### src/rtl/srt_pkg.sv
package srt_pkg;
    localparam int DATA_W = 12;
    localparam int SEG_W  = 3;
    localparam int PIX_W  = 9;
    localparam int NUM_SEG = 1 << SEG_W;
    localparam int CNT_W  = 32;

    typedef enum logic [3:0] {
        ST_LATCH, ST_WAIT, ST_TDLY, ST_FSYNC, ST_FDLY,
        ST_HSYNC, ST_HDLY, ST_PIX, ST_GAP
    } seq_st_e;

    typedef struct packed {
        logic [1:0] bin;
        logic       ext;
    } frame_cfg_t;

    // pattern word: segment in the top bits, pixel below; bus is bit-reversed
    function automatic logic [DATA_W-1:0] tp_word(input logic [SEG_W-1:0] seg,
                                                  input logic [PIX_W-1:0] pix);
        logic [DATA_W-1:0] v;
        logic [DATA_W-1:0] r;
        v = {seg, pix};
        for (int i = 0; i < DATA_W; i++) r[i] = v[DATA_W-1-i];
        return r;
    endfunction
endpackage

### src/rtl/srt_trig_edge.sv
module srt_trig_edge (
    input  logic clk,
    input  logic rst,
    input  logic trig_i,
    output logic edge_o
);
    logic trig_d, trig_q;

    always_comb begin
        trig_d = trig_i;
        edge_o = trig_i & ~trig_q;
    end

    always_ff @(posedge clk) begin
        if (rst) trig_q <= 1'b1;
        else     trig_q <= trig_d;
    end
endmodule

### src/rtl/srt_seq.sv
module srt_seq
    import srt_pkg::*;
#(
    parameter int SEG_PIX    = 300,
    parameter int PIX_HALF   = 2,
    parameter int GAP_CYC    = 12,
    parameter int FSYNC_CYC  = 46662,
    parameter int FS2LS_CYC  = 85,
    parameter int LSYNC1_CYC = 2121,
    parameter int LSYNC2_CYC = 6666,
    parameter int LSYNC4_CYC = 9090,
    parameter int PRE_CYC    = 4,
    parameter int LINES      = 2400,
    parameter int TRIG_DLY   = 23634,
    parameter int FRAME_CYC  = 28480000,
    localparam int SUB_W     = $clog2(2 * PIX_HALF),
    localparam int LINE_W    = $clog2(LINES + 1)
) (
    input  logic             clk,
    input  logic             rst,
    input  logic [1:0]       bin_i,
    input  logic             ext_i,
    input  logic             trig_edge_i,
    output seq_st_e          st_o,
    output logic [SUB_W-1:0] sub_o,
    output logic [SEG_W-1:0] seg_o,
    output logic [PIX_W-1:0] pix_o,
    output logic             ovr_o
);
    localparam logic [CNT_W-1:0]  FRM_LAST  = CNT_W'(FRAME_CYC - 1);
    localparam logic [CNT_W-1:0]  TDLY_LAST = CNT_W'(TRIG_DLY - 1);
    localparam logic [CNT_W-1:0]  FS_LAST   = CNT_W'(FSYNC_CYC - 1);
    localparam logic [CNT_W-1:0]  FL_LAST   = CNT_W'(FS2LS_CYC - 1);
    localparam logic [CNT_W-1:0]  PRE_LAST  = CNT_W'(PRE_CYC - 1);
    localparam logic [CNT_W-1:0]  GAP_LAST  = CNT_W'(GAP_CYC - 1);
    localparam logic [SUB_W-1:0]  SUB_LAST  = SUB_W'(2 * PIX_HALF - 1);
    localparam logic [PIX_W-1:0]  PIX_LAST  = PIX_W'(SEG_PIX - 1);
    localparam logic [SEG_W-1:0]  SEG_LAST  = SEG_W'(NUM_SEG - 1);

    typedef struct packed {
        seq_st_e           st;
        frame_cfg_t        cfg;
        logic [CNT_W-1:0]  cnt;
        logic [CNT_W-1:0]  frm;
        logic [SUB_W-1:0]  sub;
        logic [PIX_W-1:0]  pix;
        logic [SEG_W-1:0]  seg;
        logic [LINE_W-1:0] line;
        logic              ovr;
    } seq_t;

    seq_t s_d, s_q;
    logic [LINE_W-1:0] line_last;
    logic [CNT_W-1:0]  ls_last;

    always_comb begin
        case (s_q.cfg.bin)
            2'b00:   begin line_last = LINE_W'(LINES - 1);     ls_last = CNT_W'(LSYNC1_CYC - 1); end
            2'b01:   begin line_last = LINE_W'(LINES / 2 - 1); ls_last = CNT_W'(LSYNC2_CYC - 1); end
            default: begin line_last = LINE_W'(LINES / 4 - 1); ls_last = CNT_W'(LSYNC4_CYC - 1); end
        endcase

        s_d = s_q;
        s_d.frm = (s_q.frm == FRM_LAST) ? s_q.frm : s_q.frm + CNT_W'(1);
        s_d.cnt = s_q.cnt + CNT_W'(1);
        if (trig_edge_i && s_q.cfg.ext && s_q.st != ST_WAIT) s_d.ovr = 1'b1;

        case (s_q.st)
            ST_LATCH: begin
                s_d.cfg = '{bin: bin_i, ext: ext_i};
                s_d.st  = ST_WAIT;
            end
            ST_WAIT: begin
                if (s_q.cfg.ext) begin
                    if (trig_edge_i) begin s_d.st = ST_TDLY; s_d.cnt = '0; end
                end else if (s_q.frm == FRM_LAST) begin
                    s_d.st = ST_FSYNC; s_d.cnt = '0; s_d.frm = '0;
                end
            end
            ST_TDLY: if (s_q.cnt == TDLY_LAST) begin
                s_d.st = ST_FSYNC; s_d.cnt = '0; s_d.frm = '0;
            end
            ST_FSYNC: if (s_q.cnt == FS_LAST) begin
                s_d.st = ST_FDLY; s_d.cnt = '0; s_d.line = '0;
            end
            ST_FDLY: if (s_q.cnt == FL_LAST) begin
                s_d.st = ST_HSYNC; s_d.cnt = '0;
            end
            ST_HSYNC: if (s_q.cnt == ls_last) begin
                s_d.st = ST_HDLY; s_d.cnt = '0;
            end
            ST_HDLY: if (s_q.cnt == PRE_LAST) begin
                s_d.st = ST_PIX; s_d.sub = '0; s_d.pix = '0; s_d.seg = '0;
            end
            ST_PIX: begin
                s_d.sub = s_q.sub + SUB_W'(1);
                if (s_q.sub == SUB_LAST) begin
                    s_d.sub = '0;
                    if (s_q.pix != PIX_LAST) begin
                        s_d.pix = s_q.pix + PIX_W'(1);
                    end else begin
                        s_d.pix = '0;
                        s_d.cnt = '0;
                        if (s_q.seg != SEG_LAST) begin
                            s_d.seg = s_q.seg + SEG_W'(1);
                            s_d.st  = ST_GAP;
                        end else if (s_q.line == line_last) begin
                            s_d.st = ST_LATCH;
                        end else begin
                            s_d.line = s_q.line + LINE_W'(1);
                            s_d.st   = ST_HSYNC;
                        end
                    end
                end
            end
            ST_GAP: if (s_q.cnt == GAP_LAST) begin
                s_d.st = ST_PIX; s_d.sub = '0;
            end
            default: s_d.st = ST_LATCH;
        endcase
    end

    always_ff @(posedge clk) begin
        if (rst) begin
            s_q      <= '0;
            s_q.st   <= ST_LATCH;
            s_q.frm  <= FRM_LAST;
        end else begin
            s_q <= s_d;
        end
    end

    assign st_o  = s_q.st;
    assign sub_o = s_q.sub;
    assign seg_o = s_q.seg;
    assign pix_o = s_q.pix;
    assign ovr_o = s_q.ovr;
endmodule

### src/rtl/srt_out.sv
module srt_out
    import srt_pkg::*;
#(
    parameter int PIX_HALF = 2,
    localparam int SUB_W   = $clog2(2 * PIX_HALF)
) (
    input  logic              clk,
    input  logic              rst,
    input  seq_st_e           st_i,
    input  logic [SUB_W-1:0]  sub_i,
    input  logic [SEG_W-1:0]  seg_i,
    input  logic [PIX_W-1:0]  pix_i,
    output logic              fsync_o,
    output logic              lsync_o,
    output logic              pclk_o,
    output logic [DATA_W-1:0] data_o,
    output logic              valid_o
);
    typedef struct packed {
        logic              fs;
        logic              ls;
        logic              pc;
        logic              vld;
        logic [DATA_W-1:0] data;
    } out_t;

    out_t o_d, o_q;

    always_comb begin
        o_d    = o_q;
        o_d.fs = (st_i == ST_FSYNC);
        o_d.ls = (st_i == ST_HSYNC);
        o_d.pc = (st_i == ST_PIX) && (sub_i < SUB_W'(PIX_HALF));
        if (st_i == ST_PIX) begin
            // word moves one cycle after the clock rise
            if (sub_i == SUB_W'(1)) begin
                o_d.vld  = 1'b1;
                o_d.data = tp_word(seg_i, pix_i);
            end
        end else begin
            o_d.vld = 1'b0;
        end
    end

    always_ff @(posedge clk) begin
        if (rst) o_q <= '0;
        else     o_q <= o_d;
    end

    assign fsync_o = o_q.fs;
    assign lsync_o = o_q.ls;
    assign pclk_o  = o_q.pc;
    assign data_o  = o_q.data;
    assign valid_o = o_q.vld;
endmodule

### src/rtl/seg_readout_timer.sv
module seg_readout_timer
    import srt_pkg::*;
#(
    parameter int SEG_PIX    = 300,
    parameter int PIX_HALF   = 2,
    parameter int GAP_CYC    = 12,
    parameter int FSYNC_CYC  = 46662,
    parameter int FS2LS_CYC  = 85,
    parameter int LSYNC1_CYC = 2121,
    parameter int LSYNC2_CYC = 6666,
    parameter int LSYNC4_CYC = 9090,
    parameter int PRE_CYC    = 4,
    parameter int LINES      = 2400,
    parameter int TRIG_DLY   = 23634,
    parameter int FRAME_CYC  = 28480000
) (
    input  logic        clk,
    input  logic        rst,
    input  logic [1:0]  bin_mode_i,
    input  logic        ext_sel_i,
    input  logic        trig_i,
    output logic        fsync_o,
    output logic        lsync_o,
    output logic        pclk_o,
    output logic [11:0] pix_data_o,
    output logic        pix_valid_o,
    output logic        overrun_o
);
    localparam int SUB_W = $clog2(2 * PIX_HALF);

    logic             trig_edge;
    seq_st_e          st;
    logic [SUB_W-1:0] sub;
    logic [SEG_W-1:0] seg;
    logic [PIX_W-1:0] pix;

    srt_trig_edge u_edge (
        .clk(clk), .rst(rst), .trig_i(trig_i), .edge_o(trig_edge)
    );

    srt_seq #(
        .SEG_PIX(SEG_PIX), .PIX_HALF(PIX_HALF), .GAP_CYC(GAP_CYC),
        .FSYNC_CYC(FSYNC_CYC), .FS2LS_CYC(FS2LS_CYC),
        .LSYNC1_CYC(LSYNC1_CYC), .LSYNC2_CYC(LSYNC2_CYC), .LSYNC4_CYC(LSYNC4_CYC),
        .PRE_CYC(PRE_CYC), .LINES(LINES), .TRIG_DLY(TRIG_DLY), .FRAME_CYC(FRAME_CYC)
    ) u_seq (
        .clk(clk), .rst(rst), .bin_i(bin_mode_i), .ext_i(ext_sel_i),
        .trig_edge_i(trig_edge), .st_o(st), .sub_o(sub), .seg_o(seg),
        .pix_o(pix), .ovr_o(overrun_o)
    );

    srt_out #(.PIX_HALF(PIX_HALF)) u_out (
        .clk(clk), .rst(rst), .st_i(st), .sub_i(sub), .seg_i(seg), .pix_i(pix),
        .fsync_o(fsync_o), .lsync_o(lsync_o), .pclk_o(pclk_o),
        .data_o(pix_data_o), .valid_o(pix_valid_o)
    );
endmodule

### config.mk
export PLATFORM = sky130hd
export DESIGN_NAME = seg_readout_timer
export DESIGN_NICKNAME = d
export VERILOG_FILES = /design/src/rtl/srt_pkg.sv /design/src/rtl/srt_trig_edge.sv /design/src/rtl/srt_seq.sv /design/src/rtl/srt_out.sv /design/src/rtl/seg_readout_timer.sv
export SDC_FILE = /design/constraint.sdc
export NUM_CORES = 1
export LEC_CHECK = 0
export BUFFER_PORTS_ARGS = -buffer_cell sky130_fd_sc_hd__buf_2
export CAP_MARGIN = 40
export CORE_AREA = 4 4 78 152
export DETAILED_ROUTE_END_ITERATION = 10
export DIE_AREA = 0 0 82 156
export MAX_ROUTING_LAYER = met4
export PLACE_DENSITY = 0.7
export SLEW_MARGIN = 5
export SYNTH_ARGS = -nofsm -noshare
export SYNTH_HDL_FRONTEND = slang
export SYNTH_SLANG_ARGS = --single-unit
### constraint.sdc
create_clock -name clk -period 3.6 [get_ports clk]
set_input_delay 0.36 -clock clk [delete_from_list [all_inputs] [get_ports clk]]
set_output_delay 0.36 -clock clk [all_outputs]
set_load 0.005 [all_outputs]
======== Yosys cells after proc, flatten, opt, wreduce, memory -nomap -nowiden ========
Cells that the tools add are included.
Widths: inputs -> output; s select.
operators by class
  $add $sub $neg .......................... 6
  magnitude comparators ................... 1
  eq/ne operators ......................... 35
  muxes and demuxes ....................... 41
  bitwise operators ....................... 3
  reduce and logical (&&, ||, !) cells .... 15
operators with widths
  kind                   count
  $mux 32                9
  $pmux 32 s6            1
  $mux 64                2
  $pmux 12 s2            3
  $add 32x1->32 const B  2
  $pmux 32 s2            1
  $mux 4                 12
  $mux 12                3
  $pmux 4 s9             1
  $eq 32x14->1           1
  $eq 32x15->1 const B   1
  $eq 32x16->1 const B   1
  $eq 32x2->1 const B    1
  $eq 32x25->1 const B   1
  $eq 32x4->1 const B    1
  $eq 32x7->1 const B    1
  $pmux 14 s2            1
  $mux 26                1
  $eq 4x3->1 const B     4
  $mux 15                1
  $mux 14                1
  $ne 2x2->1 const B     7
  $add 12x1->12 const B  1
  $eq 12x12->1           1
  other kinds (32)       43
word-level totals
  register bits after elaboration ......... 115
  input port bits ......................... 6
  output and inout port bits .............. 17

======== Depth between registers and ports, before layout ========
  depth after elaboration ................. 8
  mapped depth ............................ 11
  mapped depth without buffers ............ 9

======== Hierarchy ========
From an unflattened synthesis, not the netlist that was laid out.
second synthesis, totals
  cells, all modules ...................... 719
  area, all modules ....................... 6097.1 µm²
modules (own cells, without submodules)
  module         times used  cells an instance  area an instance (µm²)  sequential area each (µm²)
  srt_seq        1           649                5373.9                  1961.9
  srt_out        1           67                 690.7                   320.3
  srt_trig_edge  1           3                  32.5                    20.0

======== Worst setup path after synthesis ========
No wires, ideal clock.
  path type ............................... reg-to-reg
  start ................................... reg u_seq.s_q[75] in the netlist's numbering
  end ..................................... reg u_seq.s_q, in the netlist u_seq.seg_o[0]
  setup time .............................. 0.067 ns
  arrival ................................. 2.599 ns
  data required time ...................... 3.533 ns
  setup slack ............................. 0.933 ns
  stages on the path, launching flop included .. 8
  path through ............................ dfxtp_1 or4_4 or4_4 nor4_2 a21oi_1 or4_4 or3_1 a21oi_2
on the way
  cells in the longest elaborated chain, start to end .. 3
RTL lines
  what                        RTL line       text
  start, declared             srt_seq.sv:52  seq_t s_d, s_q;
  $eq 32x2->1                 srt_seq.sv:92  ST_HDLY: if (s_q.cnt == PRE_LAST) begin
  $ne 2x1->1 (no line)        n/a
  $reduce_and 5->1 (no line)  n/a
No other way between the ends.
A chain may end at the register's enable or synchronous reset.

======== Worst setup path after layout ========
  start ................................... reg u_seq.s_q[50] in the netlist's numbering
  end ..................................... reg u_seq.s_q[63] in the netlist's numbering
on the way
  cells in the longest elaborated chain, start to end .. 4
RTL lines
  what          RTL line       text
  $eq 32x25->1  srt_seq.sv:76  end else if (s_q.frm == FRM_LAST) begin
  $mux 64       srt_seq.sv:76
  $mux 32       srt_seq.sv:74  if (s_q.cfg.ext) begin
  $pmux 32 s6   srt_seq.sv:68  case (s_q.st)
No other way between the ends.

==> summary.md <==
| Metric | Value |
|---|---|
| Switching Share | `30.07%` |
| Inserted Clock Buffers | `17` |
| Area Growth Syn to Fin | `13.63%` |
| Crit-path max FO | `32` |
| Final clock skew | `0.006067 ns` |
| Final ANT Viol Nets | `0` |
| H-tree levels | `4` |
| Die area | `12790 um^2` |
| Yosys Warn Count | `0` |
| DRC Markers | `0` |
| Most common cell in the netlist | `dfxtp_1` |
| Global placer's final weighted congestion | `0.9628` |
| Net Switching | `1.216 mW` |
| Max-Cap Viols | `0` |
| R2r setup slk | `0.71 ns` |
| Cell taking the most area after synthesis | `dfxtp_1` |
| Placed inst area | `5908 um^2` |
| Synthesized flop and latch total | `115` |
| Final Power | `4.044 mW` |
| Number of inserted diodes | `0` |
| Top post-synthesis cells by area | `dfxtp_1 40%, nor2_1 6.3%, xor2_1 5.8%` |
| Chip Width | `82 um` |
| Root buf cell | `clkbuf_16` |
| DR vias/cell | `5.914` |
| Final non-filler cell area | `6510 um^2` |
| Core area | `10610 um^2` |
| Core Util, Final | `61.36%` |
| Final Hold Viols | `0` |
| Pre-antenna DRT Iters | `6` |
| Number of global-route vias before repair | `5022` |
| Register area share after synthesis | `40.18%` |
| Grt total ovfl | `0` |
| Post-synth top cells | `115 x dfxtp_1, 96 x nor2_1, 75 x nand2_1, 38 x xor2_1, 33 x a21oi_1` |
| Achievable Freq | `346.5 MHz` |
| Maximum root-to-sink buffer count | `2` |
| RSZ-0062 raised after global routing | `no` |
| First-pass GRT wire length | `23090 um` |
| Detailed Place HPWL | `9777 um` |
| Tightest Hold Check Type | `in2reg` |
| Sink Count | `115` |
| Worst EP arrival | `3.17 ns` |
| Post-Syn Area per Cell | `8.150 um^2` |
| WHS Path Cells | `2` |
| DR vias | `5086` |
| Layout fillers | `930` |
| Share of cells above drive strength 1 | `10.65%` |
| Int Power | `2.828 mW` |
| Slew Limit Fails | `0` |
| PostCTS Resize Cnt | `0` |
| Worst-Skew Late Latency | `0.41 ns` |
| Hold buffers post-CTS | `0` |
| Post-synth ARST share | `0%` |
| TNS Setup | `0 ns` |
| Post-Syn Area | `5729 um^2` |
| Transition time of the tightest slew-check pin | `0.8630 ns` |
| Clk pwr share | `42.2%` |
| Reg2reg path depth | `8` |
| Combinational power share | `20.0%` |
| Io pins | `23` |
| Leak | `2.419 nW` |
| I/O Buffers | `22` |
| Top-area cell type share of the netlist area | `40.18%` |
| Nets | `728` |
| Setup repair bufs after CTS | `0` |
| Period minus WS final | `2.886 ns` |
| Number of synthesized flops with an enable pin | `0` |
| TritonCTS clock tree | `done` |
| Seq pwr share | `37.7%` |
| Unique masters post-synth | `59` |
| Prevailing post-synth register cell | `dfxtp_1` |
| # rows | `53` |
| Detailed Route WL | `13650 um` |
| Post-synthesis instance total | `703` |
| Routed length per instance | `15.87 um` |
| Largest net degree at the start of global routing | `46` |
| Antenna violations before repair | `0` |
| Setup crit start kind | `flip-flop` |
| Setup crit end kind | `flip-flop` |
| Final setup violation count | `0` |
| Crit path kind | `reg2reg` |
| Initial core utilization | `54.00%` |
| DR iter-0 viols | `347` |
| Die Y | `156 um` |
| Status | `completed` |
| Data required, critical path | `3.89 ns` |
| Final Cycle Share | `80.17%` |
| Tot GR Track Use | `23.67%` |
| PwrDens | `621.2 nW/um^2` |
| Headroom to the max-slew limit | `42.46%` |
| Clock slew at reported path FFs | `0.05 ns` |
| Synthesized Nets | `720` |
| Worst vdd ir | `0.0004135 V` |
==> sequential cells by signal, indices dropped and copies added (netlist names) <==
name           cells
u_seq.ovr_o        1
u_edge.trig_q      1
u_out.valid_o      1
u_seq.st_o         4
u_out.data_o      12
u_seq.seg_o        3
u_seq.s_q         79
u_out.pclk_o       1
u_out.fsync_o      1
u_out.lsync_o      1
u_seq.sub_o        2
u_seq.pix_o        9
==> kinds of logic (layout without fill, tap and decap cells) <==
logic type                 after synthesis  in the layout  synth area share [%]
xor gates and xnor gates                65             65                 9.937
DFF                                    115            115                 40.18
buffers and inverters                   53             73                 3.625
muxes                                    6              6                 1.070
adders and majority gates               11             11                 2.402
and+or+nand+nor                        350            350                 31.71
AOI/OAI and AO/OA                      103            103                 11.07
==> cell type report <==
| class | instances | area [um^2] | share of cell area [%] |
|---|---|---|---|
| inverters | 15 | 56.30 | 0.8649 |
| flip-flops and latches | 115 | 2302 | 35.36 |
| multi-input cells | 535 | 3231 | 49.63 |
| clock inverters | 10 | 131.4 | 2.018 |
| repair buffers | 27 | 147.6 | 2.268 |
| well taps | 137 | 171.4 | 2.633 |
| clock buffers | 21 | 470.5 | 7.227 |
==> stage by stage <==
step	std cells	worst slack [ns]	hold slack, ns
after detailed placement	829	0.7628	0.4463
after CTS	860	0.7610	0.1601
after floorplan	703	0.9333	0.4488
final	860	0.7140	0.1669
after global placement	829	0.8188	0.4395
after global routing	860	0.4631	0.1723
==> critical path, stage by stage (launching register included) <==
cell and delay (ns):
dfxtp_1 0.36, nor4bb_1 0.41, nand4_1 0.22, or3_1 0.56, o21ai_0 0.30, nand3_1 0.22, o41ai_4 0.23, buf_4 0.36
nor3_1 0.10
==> final timing paths <==
path,endpoint,start
worst max-delay path,u_seq.s_q[63],u_seq.s_q[50]
worst min-delay path,u_edge.trig_q,trig_i
worst max register to register,u_seq.s_q[63],u_seq.s_q[50]
worst min register to register,u_out.data_o[0],u_out.data_o[0]
==> power groups by stage <==
| stage | clock, mW | combinational [mW] | sequential [mW] |
|---|---|---|---|
| floorplan | 0 | 0.681 | 1.47 |
| global placement | 0 | 0.785 | 1.54 |
| detailed placement | 0 | 0.802 | 1.55 |
| CTS | 1.73 | 0.806 | 1.52 |
| global route | 1.80 | 0.910 | 1.54 |
| finish | 1.71 | 0.809 | 1.53 |
==> cell usage in the layout, fill, tap and decap left out, types with 3 or more instances in the layout <==
cell         n
and3_1      24
o21ai_0     31
nor4_1      10
or4_4        4
nor3b_1      8
nor2_1      96
clkbuf_16   17
nor4bb_1     8
xnor2_1     27
mux2i_1      5
nor4b_1      3
a31oi_1      6
nand2_1     75
nor3_1      15
nand2b_1     5
clkinv_2     5
nand3_1     31
or4_1        4
clkbuf_8     3
o22ai_1      6
nand4_1     25
or3_1       11
dfxtp_1    115
o211ai_1     4
bufinv_16    3
buf_4        5
inv_1       14
a32o_1       5
and4_1       4
ha_1        11
xor2_1      38
nand4b_1     4
buf_2       22
nor2b_1      5
or2_2        9
a21oi_1     33
==> routing by layer <==
layer	track usage [%]	routed length [um]	vias to the layer above
li1	-	-	2486
met1	23.07	5167	2439
met2	42.99	7716	124
met3	6.185	411	37
met4	9.271	357	0
met5	-	0	-
Power figures use the tool's default switching activity.
